**config.mk**
```make
export PLATFORM = sky130hd
export DESIGN_NAME = rs_ecc_front
export DESIGN_NICKNAME = d
export VERILOG_FILES = /design/src/rtl/rs_ecc_pkg.sv /design/src/rtl/rs_ecc_step_counter.sv /design/src/rtl/rs_ecc_parity_bank.sv /design/src/rtl/rs_ecc_seq_fsm.sv /design/src/rtl/rs_ecc_front.sv
export SDC_FILE = /design/constraint.sdc
export NUM_CORES = 1
export LEC_CHECK = 0
export ABC_AREA = 1
export BUFFER_PORTS_ARGS = -buffer_cell sky130_fd_sc_hd__buf_2
export CORE_MARGIN = 8
export CORE_UTILIZATION = 35
export CTS_CLUSTER_DIAMETER = 50
export CTS_CLUSTER_SIZE = 8
export DETAILED_ROUTE_END_ITERATION = 7
export GPL_TIMING_DRIVEN = 1
export HOLD_SLACK_MARGIN = 0.08
export PLACE_DENSITY_LB_ADDON = 0.08
export SETUP_SLACK_MARGIN = 0.05
export SLEW_MARGIN = 10
export SYNTH_ARGS = -nofsm -noshare
export SYNTH_HDL_FRONTEND = slang
export SYNTH_SLANG_ARGS = --single-unit
```
**constraint.sdc**
```tcl
create_clock -name clk -period 11.5 [get_ports clk]
set_input_delay 3.45 -clock clk [delete_from_list [all_inputs] [get_ports clk]]
set_output_delay 3.45 -clock clk [all_outputs]
set_load 0.01 [all_outputs]
```
**src/rtl/rs_ecc_pkg.sv**
```systemverilog
package rs_ecc_pkg;

    localparam int unsigned OFS_CTRL = 32'h100;
    localparam int unsigned OFS_DATA = 32'h104;
    localparam int unsigned OFS_PAR  = 32'h108;
    localparam int unsigned OFS_STAT = 32'h114;
    localparam int unsigned OFS_IRQM = 32'h118;
    localparam int unsigned OFS_ERR  = 32'h11C;

    localparam int CTL_RST_BIT = 1;

    typedef enum logic [2:0] {
        SQ_IDLE,
        SQ_ENC_GO,
        SQ_ENC_WAIT,
        SQ_DEC_PARITY,
        SQ_DEC_GO,
        SQ_DEC_WAIT
    } seq_state_e;

    // bit 4 .. bit 0
    typedef struct packed {
        logic par_rdy;
        logic enc;
        logic rs;
        logic rst;
        logic en;
    } ctrl_t;

    typedef struct packed {
        logic [2:0] err_cnt;
        logic       dec_done;
        logic       enc_done;
        logic       uncor;
        logic       err;
    } stat_t;

    function automatic logic [31:0] stat_word(stat_t s);
        return {s.err_cnt, 24'd0, 1'b0, s.dec_done, s.enc_done, s.uncor, s.err};
    endfunction

endpackage

```
**src/rtl/rs_ecc_step_counter.sv**
```systemverilog
module rs_ecc_step_counter #(
    parameter int STEP_BYTES = 512
) (
    input  logic clk,
    input  logic rst,
    input  logic clr,
    input  logic stroke,
    output logic full_evt
);
    localparam int CW = $clog2(STEP_BYTES);
    localparam logic [CW-1:0] LAST = CW'(STEP_BYTES - 1);

    logic [CW-1:0] cnt_q;

    assign full_evt = stroke && (cnt_q == LAST);

    always_ff @(posedge clk) begin
        if (rst || clr)
            cnt_q <= '0;
        else if (stroke)
            cnt_q <= full_evt ? '0 : cnt_q + 1'b1;
    end

    // each accepted byte advances the count by one
    a_r3_count_step: assert property (@(posedge clk) disable iff (rst)
        (stroke && !full_evt && !clr) |=> (cnt_q == $past(cnt_q) + 1'b1));

    // a clear leaves the counter at zero
    a_r10_count_clear: assert property (@(posedge clk) disable iff (rst)
        clr |=> (cnt_q == '0));
endmodule

```
**src/rtl/rs_ecc_parity_bank.sv**
```systemverilog
module rs_ecc_parity_bank #(
    parameter int NB = 9
) (
    input  logic                       clk,
    input  logic                       rst,
    input  logic                       clr,
    input  logic                       load,
    input  logic [8*NB-1:0]            load_val,
    input  logic                       wr_en,
    input  logic [$clog2(NB)-1:0]      wr_idx,
    input  logic [7:0]                 wr_byte,
    output logic [8*NB-1:0]            par_flat
);
    localparam int IW = $clog2(NB);

    for (genvar g = 0; g < NB; g++) begin : g_byte
        logic [7:0] b_q;
        always_ff @(posedge clk) begin
            if (rst || clr)
                b_q <= '0;
            else if (load)
                b_q <= load_val[g*8 +: 8];
            else if (wr_en && wr_idx == IW'(g))
                b_q <= wr_byte;
        end
        assign par_flat[g*8 +: 8] = b_q;
    end

    // clear zeroes every parity byte
    a_r10_parity_clear: assert property (@(posedge clk) disable iff (rst)
        clr |=> (par_flat == '0));

    // a codec load lands in the window
    a_r4_parity_load: assert property (@(posedge clk) disable iff (rst)
        (load && !clr) |=> (par_flat == $past(load_val)));
endmodule

```
**src/rtl/rs_ecc_seq_fsm.sv**
```systemverilog
module rs_ecc_seq_fsm
    import rs_ecc_pkg::*;
(
    input  logic       clk,
    input  logic       rst,
    input  logic       clr,
    input  logic       full_evt,
    input  logic       enc_mode,
    input  logic       par_rdy,
    input  logic       cdc_done,
    output seq_state_e state,
    output logic       cdc_start,
    output logic       cdc_encode,
    output logic       fin_enc,
    output logic       fin_dec
);
    seq_state_e st_q, st_d;

    always_comb begin
        st_d = st_q;
        unique case (st_q)
            SQ_IDLE:       if (full_evt) st_d = enc_mode ? SQ_ENC_GO : SQ_DEC_PARITY;
            SQ_ENC_GO:     st_d = SQ_ENC_WAIT;
            SQ_ENC_WAIT:   if (cdc_done) st_d = SQ_IDLE;
            SQ_DEC_PARITY: if (par_rdy) st_d = SQ_DEC_GO;
            SQ_DEC_GO:     st_d = SQ_DEC_WAIT;
            SQ_DEC_WAIT:   if (cdc_done) st_d = SQ_IDLE;
            default:       st_d = SQ_IDLE;
        endcase
        if (clr) st_d = SQ_IDLE;
    end

    always_ff @(posedge clk) begin
        if (rst) st_q <= SQ_IDLE;
        else     st_q <= st_d;
    end

    assign state      = st_q;
    assign cdc_start  = (st_q == SQ_ENC_GO) || (st_q == SQ_DEC_GO);
    assign cdc_encode = (st_q == SQ_ENC_GO) || (st_q == SQ_ENC_WAIT);
    assign fin_enc    = (st_q == SQ_ENC_WAIT) && cdc_done;
    assign fin_dec    = (st_q == SQ_DEC_WAIT) && cdc_done;

    // codec start is a single-cycle pulse
    a_r4_single_start: assert property (@(posedge clk) disable iff (rst)
        cdc_start |=> !cdc_start);

    // decode holds until parity-ready
    a_r6_hold_for_parity: assert property (@(posedge clk) disable iff (rst)
        (st_q == SQ_DEC_PARITY && !par_rdy && !clr) |=> (st_q == SQ_DEC_PARITY));
endmodule

```
**src/rtl/rs_ecc_front.sv**
```systemverilog
module rs_ecc_front
    import rs_ecc_pkg::*;
#(
    parameter int STEP_BYTES = 512,
    parameter int PAR_BYTES  = 9,
    parameter int N_REPORTS  = 4,
    parameter int ADDR_W     = 12
) (
    input  logic                      clk,
    input  logic                      rst,
    input  logic                      bus_we,
    input  logic [ADDR_W-1:0]         bus_addr,
    input  logic [31:0]               bus_wdata,
    output logic [31:0]               bus_rdata,
    output logic                      irq,
    output logic                      dat_valid,
    output logic [7:0]                dat_byte,
    output logic                      cdc_start,
    output logic                      cdc_encode,
    output logic [8*PAR_BYTES-1:0]    cdc_parity_out,
    input  logic                      cdc_done,
    input  logic [8*PAR_BYTES-1:0]    cdc_parity_in,
    input  logic [2:0]                cdc_err_count,
    input  logic                      cdc_uncorrectable,
    input  logic [32*N_REPORTS-1:0]   cdc_reports
);
    localparam int PIW = $clog2(PAR_BYTES);
    localparam logic [ADDR_W-1:0] A_CTRL = ADDR_W'(OFS_CTRL);
    localparam logic [ADDR_W-1:0] A_DATA = ADDR_W'(OFS_DATA);
    localparam logic [ADDR_W-1:0] A_PAR  = ADDR_W'(OFS_PAR);
    localparam logic [ADDR_W-1:0] A_STAT = ADDR_W'(OFS_STAT);
    localparam logic [ADDR_W-1:0] A_IRQM = ADDR_W'(OFS_IRQM);
    localparam logic [ADDR_W-1:0] A_ERR  = ADDR_W'(OFS_ERR);

    ctrl_t                   ctrl_q;
    stat_t                   stat_q;
    logic [3:0]              mask_q;
    logic [32*N_REPORTS-1:0] rep_flat;
    logic [31:0]             stat_w;
    seq_state_e              state;
    logic                    full_evt, fin_enc, fin_dec;

    // address decode
    logic [ADDR_W-1:0] par_diff, err_diff;
    logic par_hit, err_hit;
    assign par_diff = bus_addr - A_PAR;
    assign err_diff = bus_addr - A_ERR;
    assign par_hit  = (bus_addr >= A_PAR) && (par_diff < ADDR_W'(PAR_BYTES));
    assign err_hit  = (bus_addr >= A_ERR) && (err_diff[1:0] == 2'b00)
                   && (err_diff[ADDR_W-1:2] < (ADDR_W-2)'(N_REPORTS));

    logic ctrl_wr, clr, stat_clr, stroke;
    assign ctrl_wr  = bus_we && (bus_addr == A_CTRL);
    assign clr      = ctrl_wr && bus_wdata[CTL_RST_BIT];
    assign stat_clr = bus_we && (bus_addr == A_STAT) && (bus_wdata == 32'd0);
    assign stroke   = bus_we && (bus_addr == A_DATA) && ctrl_q.en && (state == SQ_IDLE);

    assign dat_valid = stroke;
    assign dat_byte  = bus_wdata[7:0];

    rs_ecc_step_counter #(.STEP_BYTES(STEP_BYTES)) u_cnt (
        .clk(clk), .rst(rst), .clr(clr), .stroke(stroke), .full_evt(full_evt)
    );

    rs_ecc_parity_bank #(.NB(PAR_BYTES)) u_par (
        .clk(clk), .rst(rst), .clr(clr),
        .load(fin_enc), .load_val(cdc_parity_in),
        .wr_en(bus_we && par_hit), .wr_idx(par_diff[PIW-1:0]), .wr_byte(bus_wdata[7:0]),
        .par_flat(cdc_parity_out)
    );

    rs_ecc_seq_fsm u_fsm (
        .clk(clk), .rst(rst), .clr(clr), .full_evt(full_evt),
        .enc_mode(ctrl_q.enc), .par_rdy(ctrl_q.par_rdy), .cdc_done(cdc_done),
        .state(state), .cdc_start(cdc_start), .cdc_encode(cdc_encode),
        .fin_enc(fin_enc), .fin_dec(fin_dec)
    );

    always_ff @(posedge clk) begin
        if (rst) begin
            ctrl_q <= '0;
        end else if (ctrl_wr) begin
            ctrl_q <= ctrl_t'(bus_wdata[4:0]);
        end else begin
            ctrl_q.rst <= 1'b0;
            if (fin_dec) ctrl_q.par_rdy <= 1'b0;
        end
    end

    always_ff @(posedge clk) begin
        if (rst) begin
            stat_q <= '0;
        end else if (fin_enc) begin
            stat_q.enc_done <= 1'b1;
        end else if (fin_dec) begin
            stat_q.err_cnt  <= cdc_err_count;
            stat_q.dec_done <= 1'b1;
            stat_q.uncor    <= cdc_uncorrectable;
            stat_q.err      <= cdc_uncorrectable || (cdc_err_count != 3'd0);
        end else if (stat_clr) begin
            stat_q <= '0;
        end
    end

    always_ff @(posedge clk) begin
        if (rst)
            mask_q <= '0;
        else if (bus_we && bus_addr == A_IRQM)
            mask_q <= bus_wdata[3:0];
    end

    for (genvar g = 0; g < N_REPORTS; g++) begin : g_rep
        logic [31:0] r_q;
        always_ff @(posedge clk) begin
            if (rst)          r_q <= '0;
            else if (fin_dec) r_q <= cdc_reports[g*32 +: 32];
        end
        assign rep_flat[g*32 +: 32] = r_q;
    end

    assign stat_w = stat_word(stat_q);
    assign irq    = |(mask_q & stat_w[3:0]);

    always_comb begin
        bus_rdata = 32'd0;
        if (bus_addr == A_CTRL) bus_rdata = {27'd0, ctrl_q};
        if (bus_addr == A_STAT) bus_rdata = stat_w;
        if (bus_addr == A_IRQM) bus_rdata = {28'd0, mask_q};
        for (int i = 0; i < PAR_BYTES; i++)
            if (par_hit && par_diff == ADDR_W'(i))
                bus_rdata = {24'd0, cdc_parity_out[i*8 +: 8]};
        for (int n = 0; n < N_REPORTS; n++)
            if (err_hit && err_diff[ADDR_W-1:2] == (ADDR_W-2)'(n))
                bus_rdata = rep_flat[n*32 +: 32];
    end

    // the reset field drops back after one cycle
    a_r2_rst_self_clear: assert property (@(posedge clk) disable iff (rst)
        (ctrl_q.rst && !ctrl_wr) |=> !ctrl_q.rst);

    // decode completion raises decode-finished
    a_r7_dec_flag: assert property (@(posedge clk) disable iff (rst)
        fin_dec |=> stat_q.dec_done);

    // uncorrectable result sets both error flags
    a_r8_uncor_flags: assert property (@(posedge clk) disable iff (rst)
        (fin_dec && cdc_uncorrectable) |=> (stat_q.err && stat_q.uncor));

    // zero write clears status
    a_r9_status_clear: assert property (@(posedge clk) disable iff (rst)
        (stat_clr && !fin_enc && !fin_dec) |=> (stat_q == '0));

    // interrupt needs a mask bit
    a_r11_irq_masked: assert property (@(posedge clk) disable iff (rst)
        irq |-> (mask_q != 4'd0));

    // with enable off status only moves on codec or clear events
    a_r12_hold_disabled: assert property (@(posedge clk) disable iff (rst)
        (!ctrl_q.en && !stat_clr && !fin_enc && !fin_dec) |=> $stable(stat_q));
endmodule

```
==> results.txt, run 1 <==
outcome -> completed
Max-slew headroom -> 34.2%
Total GRT Usage -> 24.1%
#FFs+latches synth -> 228
Yosys warnings -> 0
Worst-Skew Late Latency -> 0.52 ns
Post-synth EDFFs -> 0
syn avg cell area -> 6.95 um2
Synthesized Nets -> 1,873
crit path DAT -> 6.70 ns
Core Area -> 31,600 um2
number of H-tree levels -> 2
share of the clock period used by the worst path -> 88.3%
sequential fraction of the synthesis area -> 40.6%
Netlist cell types -> 40
CTS tree -> built
min Tclk post-route -> 10.15 ns
Fin Setup TNS -> 0 ns
setup repair bufs after CTS -> 0
Finished Cell Area -> 14,400 um2
Hold Path Stages -> 2
GPL Wtd Cong -> 0.946
number of cells on the critical path -> 26
layer with the highest usage -> met2
Int Pwr -> 1740 uW
Net Sw Frac -> 32.6%
Max Transition Viols Final -> 0
clk root buf -> clkbuf_16
TritonCTS Buffers -> 38
Peak supply drop -> 0.110 mV
Worst-path clk slew -> 0.05 ns
startpoint types -> input pin
slowest stage delay, CP -> 0.36 ns
Final ANT Viol Nets -> 0
Rows -> 65
Die Ht -> 195 um
total number of vias -> 12,600
# clock sinks -> 228
Max clock buf depth -> 3
PwrDens -> 180 nW/um2
clock share of power -> 41.9%
CP Class -> input pin to output port
Buf/Inv on CP -> 6
DRC violations left -> 0
combinational power share -> 21.1%
layout cells sized above 1 -> 24.2%
CP top delay family -> simple AND/OR/NAND/NOR gates
wire per inst -> 20.5 um
Worst-Margin Slew -> 0.987 ns
largest fanout on the critical path -> 18
fmax -> 98.5 MHz
global-route met2 utilization -> 37.1%
Post-CTS Resized -> 0
first-pass GRT wire length -> 72,900 um
Vias/cell -> 5.39
I/O pin count -> 368
# port buffers -> 367
slowest CP cell -> nor2_4
antenna violations before repair -> 7
nets -> 2,177
Syn Inst Count -> 1,617
critical path required time -> 8.05 ns
Hold Violations, Final -> 0
1st-iter DRT viols -> 1,017
final wirelength -> 48,100 um
Min-Delay Path Class -> flip-flop to flip-flop
GR Util met1 -> 33.2%
ys async rst share -> 0%
Leak Pwr -> 0.00606 uW
Die W -> 195 um
NetSw -> 843 uW
most used cell, CP -> nand2_1
Setup Skew -> 0.00887 ns
cts hold-fix bufs -> 0
die area -> 38,100 um2
Remaining Overflow, GRT -> 0
cells on worst reg2reg path -> 6
vias in the first global route -> 12,400
final setup violation count -> 0
Pre-antenna DRT Iters -> 7
RSZ-0062 raised after global routing -> false
pin count of the biggest net entering global routing -> 102
Mapped Area -> 11,200 um2
Post-synth top flop -> dfxtp_1
GR Util met3 -> 4.42%
hpwl dp -> 35,100 um
Hold Worst Slack -> 0.445 ns
Flop pwr share -> 37.0%
endpoint type of the worst setup path -> output port
area grow syn2layout -> 28.0%
Placed Area -> 13,200 um2
max_cap viols -> 0
Starting Density -> 35.6%
[layer usage]
layer  share of wire [%]  vias to the layer above
met5               0.027                        -
met4                 2.7                        2
met3                 6.7                       75
met2                  44                      476
met1                  46                     5912
li1                    -                     6172
[through the flow]
stage	std cells	setup slack, ns	total power (uW)	util (%)
6_report	2344	1.35	2590	45.6
5_1_grt	2344	1.10	2700	45.6
4_1_cts	2338	1.42	2600	45.5
3_5_place_dp	2283	1.44	1510	41.8
3_3_place_gp	2283	1.50	1510	41.8
2_1_floorplan	1617	2.72	1260	-
[cell families (layout without fill, tap and decap cells)]
family                     after synthesis  in the layout  synth area share (%)
DFF                                    228            228                  40.6
and+or+nand+nor                        645            645                  26.0
xor gates and xnor gates                 5              5                 0.390
AOI/OAI and AO/OA                      481            481                  23.4
buffers and inverters                  254            573                  9.16
other                                    0              6                     0
adders and majority gates                4              4                 0.445
[synth_stat cells (2+ instances only)]
library cell / number / share of area, %
or2_1: 8 / 0.45
inv_2: 8 / 0.27
nand4_1: 85 / 4.7
or2_0: 5 / 0.28
nand3_1: 56 / 2.5
buf_2: 14 / 0.62
o21ai_0: 170 / 7.6
clkbuf_1: 89 / 3.0
dfxtp_1: 228 / 41
o21ai_1: 18 / 0.80
nor3_1: 13 / 0.58
o221ai_1: 3 / 0.23
xor2_1: 5 / 0.39
nand2_2: 6 / 0.33
inv_1: 129 / 4.3
nor4_1: 9 / 0.50
nand3b_1: 5 / 0.33
a31oi_1: 72 / 4.0
a211oi_1: 3 / 0.20
buf_6: 2 / 0.20
a21oi_1: 178 / 7.9
or2_2: 4 / 0.22
o22ai_1: 16 / 0.89
buf_4: 11 / 0.73
ha_1: 4 / 0.45
nor3_2: 2 / 0.18
nor2_4: 7 / 0.70
nor2_2: 4 / 0.22
nand2_1: 378 / 13
nor2_1: 60 / 2.0
a221oi_1: 16 / 1.2
[worst reg2reg max path: stages, from the launching register on]
cell and delay [ns]:
dfxtp_1 0.35, inv_1 0.10, nor2_4 0.09, buf_4 0.60, nand3_1 0.93, nand2_1 0.94
a31oi_1 0.20
[cells in the final DEF (no fill, tap or decap), types with 6 or more instances in the layout]
cell type  Yosys  routed
clkbuf_16      0      41
nand2_2        6       6
a31oi_1       72      72
o22ai_1       16      16
buf_2         14     367
inv_1        129     127
dfxtp_1      228     228
nor4_1         9       9
nor2_4         7       8
a221oi_1      16      16
nand2_1      378     378
nor2_1        60      59
inv_2          8      10
nand4_1       85      85
nor3_1        13      13
a21oi_1      178     178
buf_4         11      13
nand3_1       56      55
o21ai_1       18      18
o21ai_0      170     170
or2_1          8       8
diode_2        0       6
[final cells by class]
class | instances | area (um2)
clock buffer | 50 | 1100
timing repair buffer | 380 | 1930
fill | 3385 | 17200
tap | 402 | 503
inverter | 138 | 520
multi-input combinational | 1135 | 5660
clock inverter | 5 | 82.6
sequential | 228 | 4560
antenna | 6 | 15.0
[final timing paths]
kind	endpoint	slack (ns)	start
worst max-delay path	bus_rdata[1]	1.35	bus_addr[3]
worst min-delay path	g_rep[3].r_q[25]$_SDFFE_PP0P_	0.44	g_rep[3].r_q[25]$_SDFFE_PP0P_
worst max register to register	u_par.g_byte[7].b_q[0]$_SDFFE_PP0P_	8.13	u_fsm.state[1]$_SDFFE_PP0P_
worst min register to register	g_rep[3].r_q[25]$_SDFFE_PP0P_	0.44	g_rep[3].r_q[25]$_SDFFE_PP0P_
[state kept, by name (all words and copies together) (netlist names)]
register / count
g_rep.r_q: 128
u_par.g_byte.b_q: 72
u_cnt.cnt_q: 9
stat_q: 7
ctrl_q: 5
mask_q: 4
u_fsm.state: 3
[power groups by stage]
stage                     Clock [uW]  Combinational, uW  Sequential, uW
after global routing            1130                601             963
after detailed placement           0                542             970
after CTS                       1100                544             955
after floorplan                    0                307             958
final                           1080                547             958
after global placement             0                538             971
(Power assumes the default switching activity.)
==> run 2, diff against run 1 <==
--- a/config.mk
+++ b/config.mk
@@ -7,8 +7,9 @@
 export LEC_CHECK = 0
 export ABC_AREA = 1
 export BUFFER_PORTS_ARGS = -buffer_cell sky130_fd_sc_hd__buf_2
+export CORE_ASPECT_RATIO = 0.8
 export CORE_MARGIN = 8
-export CORE_UTILIZATION = 35
+export CORE_UTILIZATION = 55
 export CTS_CLUSTER_DIAMETER = 50
 export CTS_CLUSTER_SIZE = 8
 export DETAILED_ROUTE_END_ITERATION = 7
==> results.txt, run 2 (same netlist as run 1, synthesis figures left out) <==
outcome -> completed
Worst-path clk slew -> 0.05 ns (about the same)
share of the clock period used by the worst path -> 89.0% (+0.67 points)
Pre-antenna DRT Iters -> 6 (-1)
hpwl dp -> 31,600 um (-10%)
endpoint type of the worst setup path -> output port
Post-CTS Resized -> 0 (unchanged)
Vias/cell -> 5.97 (+11%)
Fin Setup TNS -> 0 ns (unchanged)
Total GRT Usage -> 32.6% (+8.5 points)
Max Transition Viols Final -> 0 (unchanged)
vias in the first global route -> 12,400 (-0.22%)
Final ANT Viol Nets -> 0 (unchanged)
Hold Worst Slack -> 0.447 ns (+0.00262 ns)
CP Class -> input pin to output port
clk root buf -> clkbuf_16
die area -> 25,300 um2 (-34%)
# port buffers -> 367 (unchanged)
1st-iter DRT viols -> 1,739 (+71%)
Worst R2R Start -> u_fsm.state[0]$_SDFFE_PP0P_
register area -> 4560 um2 (unchanged)
Worst Setup SP -> bus_addr[3]
Peak supply drop -> 0.189 mV (+73%)
commonest non-fill, non-tap cell in the layout -> nand2_1
antenna violations before repair -> 2 (-5)
GPL Wtd Cong -> 0.955 (+0.89%)
fill count -> 1,761 (-48%)
Core Area -> 19,900 um2 (-37%)
Hold Violations, Final -> 0 (unchanged)
layout cells sized above 1 -> 23.7% (-0.54 points)
CTS tree -> built
PwrDens -> 171 nW/um2 (-4.8%)
fmax -> 97.8 MHz (-0.76%)
Leak Pwr -> 0.00592 uW (-2.4%)
Hold Startpoint -> g_rep[2].r_q[26]$_SDFFE_PP0P_
TritonCTS Buffers -> 34 (-11%)
crit path DAT -> 6.78 ns (+0.08 ns)
RSZ-0062 raised after global routing -> false
Die W -> 176 um (-9.9%)
cts hold-fix bufs -> 0 (unchanged)
Min-Delay Path Class -> flip-flop to flip-flop
DRC violations left -> 0 (unchanged)
Final WS setup -> 1.27 ns (-0.0774 ns)
min Tclk post-route -> 10.23 ns (+0.0774 ns)
# clock sinks -> 228 (unchanged)
Max clock buf depth -> 3 (unchanged)
Starting Density -> 56.4% (+21 points)
Worst-Margin Slew -> 1.11 ns (+0.119 ns)
Max-slew headroom -> 26.2% (-8.0 points)
Rows -> 46 (-29%)
final wirelength -> 43,600 um (-9.3%)
Multi-input gate area -> 5660 um2 (unchanged)
Finished Cell Area -> 13,900 um2 (-3.3%)
max_cap viols -> 0 (unchanged)
area grow syn2layout -> 23.8%
Setup Skew -> 0.00906 ns (+0.000193 ns)
setup repair bufs after CTS -> 0 (unchanged)
Most flops, register -> g_rep.r_q
number of H-tree levels -> 2 (unchanged)
startpoint types -> input pin
I/O pin count -> 368 (unchanged)
most frequent cells in the layout -> nand2_1, buf_2, dfxtp_1
first-pass GRT wire length -> 66,500 um (-8.8%)
critical path required time -> 8.05 ns (about the same)
final setup violation count -> 0 (unchanged)
wire per inst -> 20.0 um (-2.6%)
Worst-Skew Late Latency -> 0.50 ns (-0.02 ns)
largest fanout on the critical path -> 25 (+7)
pre-CTS setup slack -> 1.35 ns (-0.0931 ns)
Remaining Overflow, GRT -> 0 (unchanged)
Largest regs -> g_rep.r_q (128), u_par.g_byte.b_q (72), u_cnt.cnt_q (9)
Die Ht -> 144 um (-26%)
Placed Area -> 13,000 um2 (-1.5%)
final total power -> 2380 uW (-7.9%)
total number of vias -> 13,000 (+3.2%)
pin count of the biggest net entering global routing -> 115 (+13%)
max reg flops -> 128 (unchanged)
nets -> 2,170 (-0.32%)
run 2: cell types whose count changed in the layout (fill, tap and decap cells not counted), sizes merged:
cell / delta
clkbuf: -14
diode: -5
buf: -3
bufinv: -2
run 2: metal layers:
metal  part of all wire [%]  vias to the layer above  track usage (%)
met5                  0.030                        -                0
met4                    3.2                        2             12.5
met3                     11                      123             9.62
met2                     44                      804             49.2
met1                     42                     5977             43.1
li1                       -                     6130                -
run 2: area by class of cell:
class | count | area share (%)
well taps | 264 | 2.37
inverters | 138 | 3.74
clock buffers | 36 | 6.32
multi-input cells | 1135 | 40.7
clock inverters | 3 | 0.270
repair buffers | 377 | 13.7
diodes | 1 | 0.0180
flip-flops and latches | 228 | 32.8
run 2: worst paths after layout:
check / end / slack (ns) / cells after the start
hold reg to reg: g_rep[2].r_q[26]$_SDFFE_PP0P_ / 0.45 / 2
setup reg to reg: stat_q[4]$_SDFFE_PP0P_ / 7.98 / 8
hold / removal: g_rep[2].r_q[26]$_SDFFE_PP0P_ / 0.45 / 2
setup / recovery: bus_rdata[13] / 1.27 / 14
run 2: stage by stage:
step,util (%),std cells
floorplan,-,1617
global placement,65.2,2142
detailed placement,65.2,2142
CTS,69.8,2181
global route,69.8,2182
finish,69.8,2182
run 2: power by group:
group / total [uW] / leakage (uW) / switching [uW] / internal, uW
Combinational: 541 / 0.00362 / 378 / 164
Sequential: 957 / 0.00184 / 80.4 / 877
Clock: 883 / 0.000450 / 346 / 538
Total: 2380 / 0.00592 / 804 / 1580
run 2: critical path, cell delays in order:
cell,delay [ns]
buf_2,0.14
ha_1,0.20
nand2_1,0.09
nand2_1,0.09
o21ai_1,0.12
nand3_1,0.09
nor4_2,0.25
nand2_2,0.19
nor2_4,0.59
inv_1,0.57
o21ai_0,0.55
a221oi_1,0.11
a21oi_1,0.16
buf_2,0.15
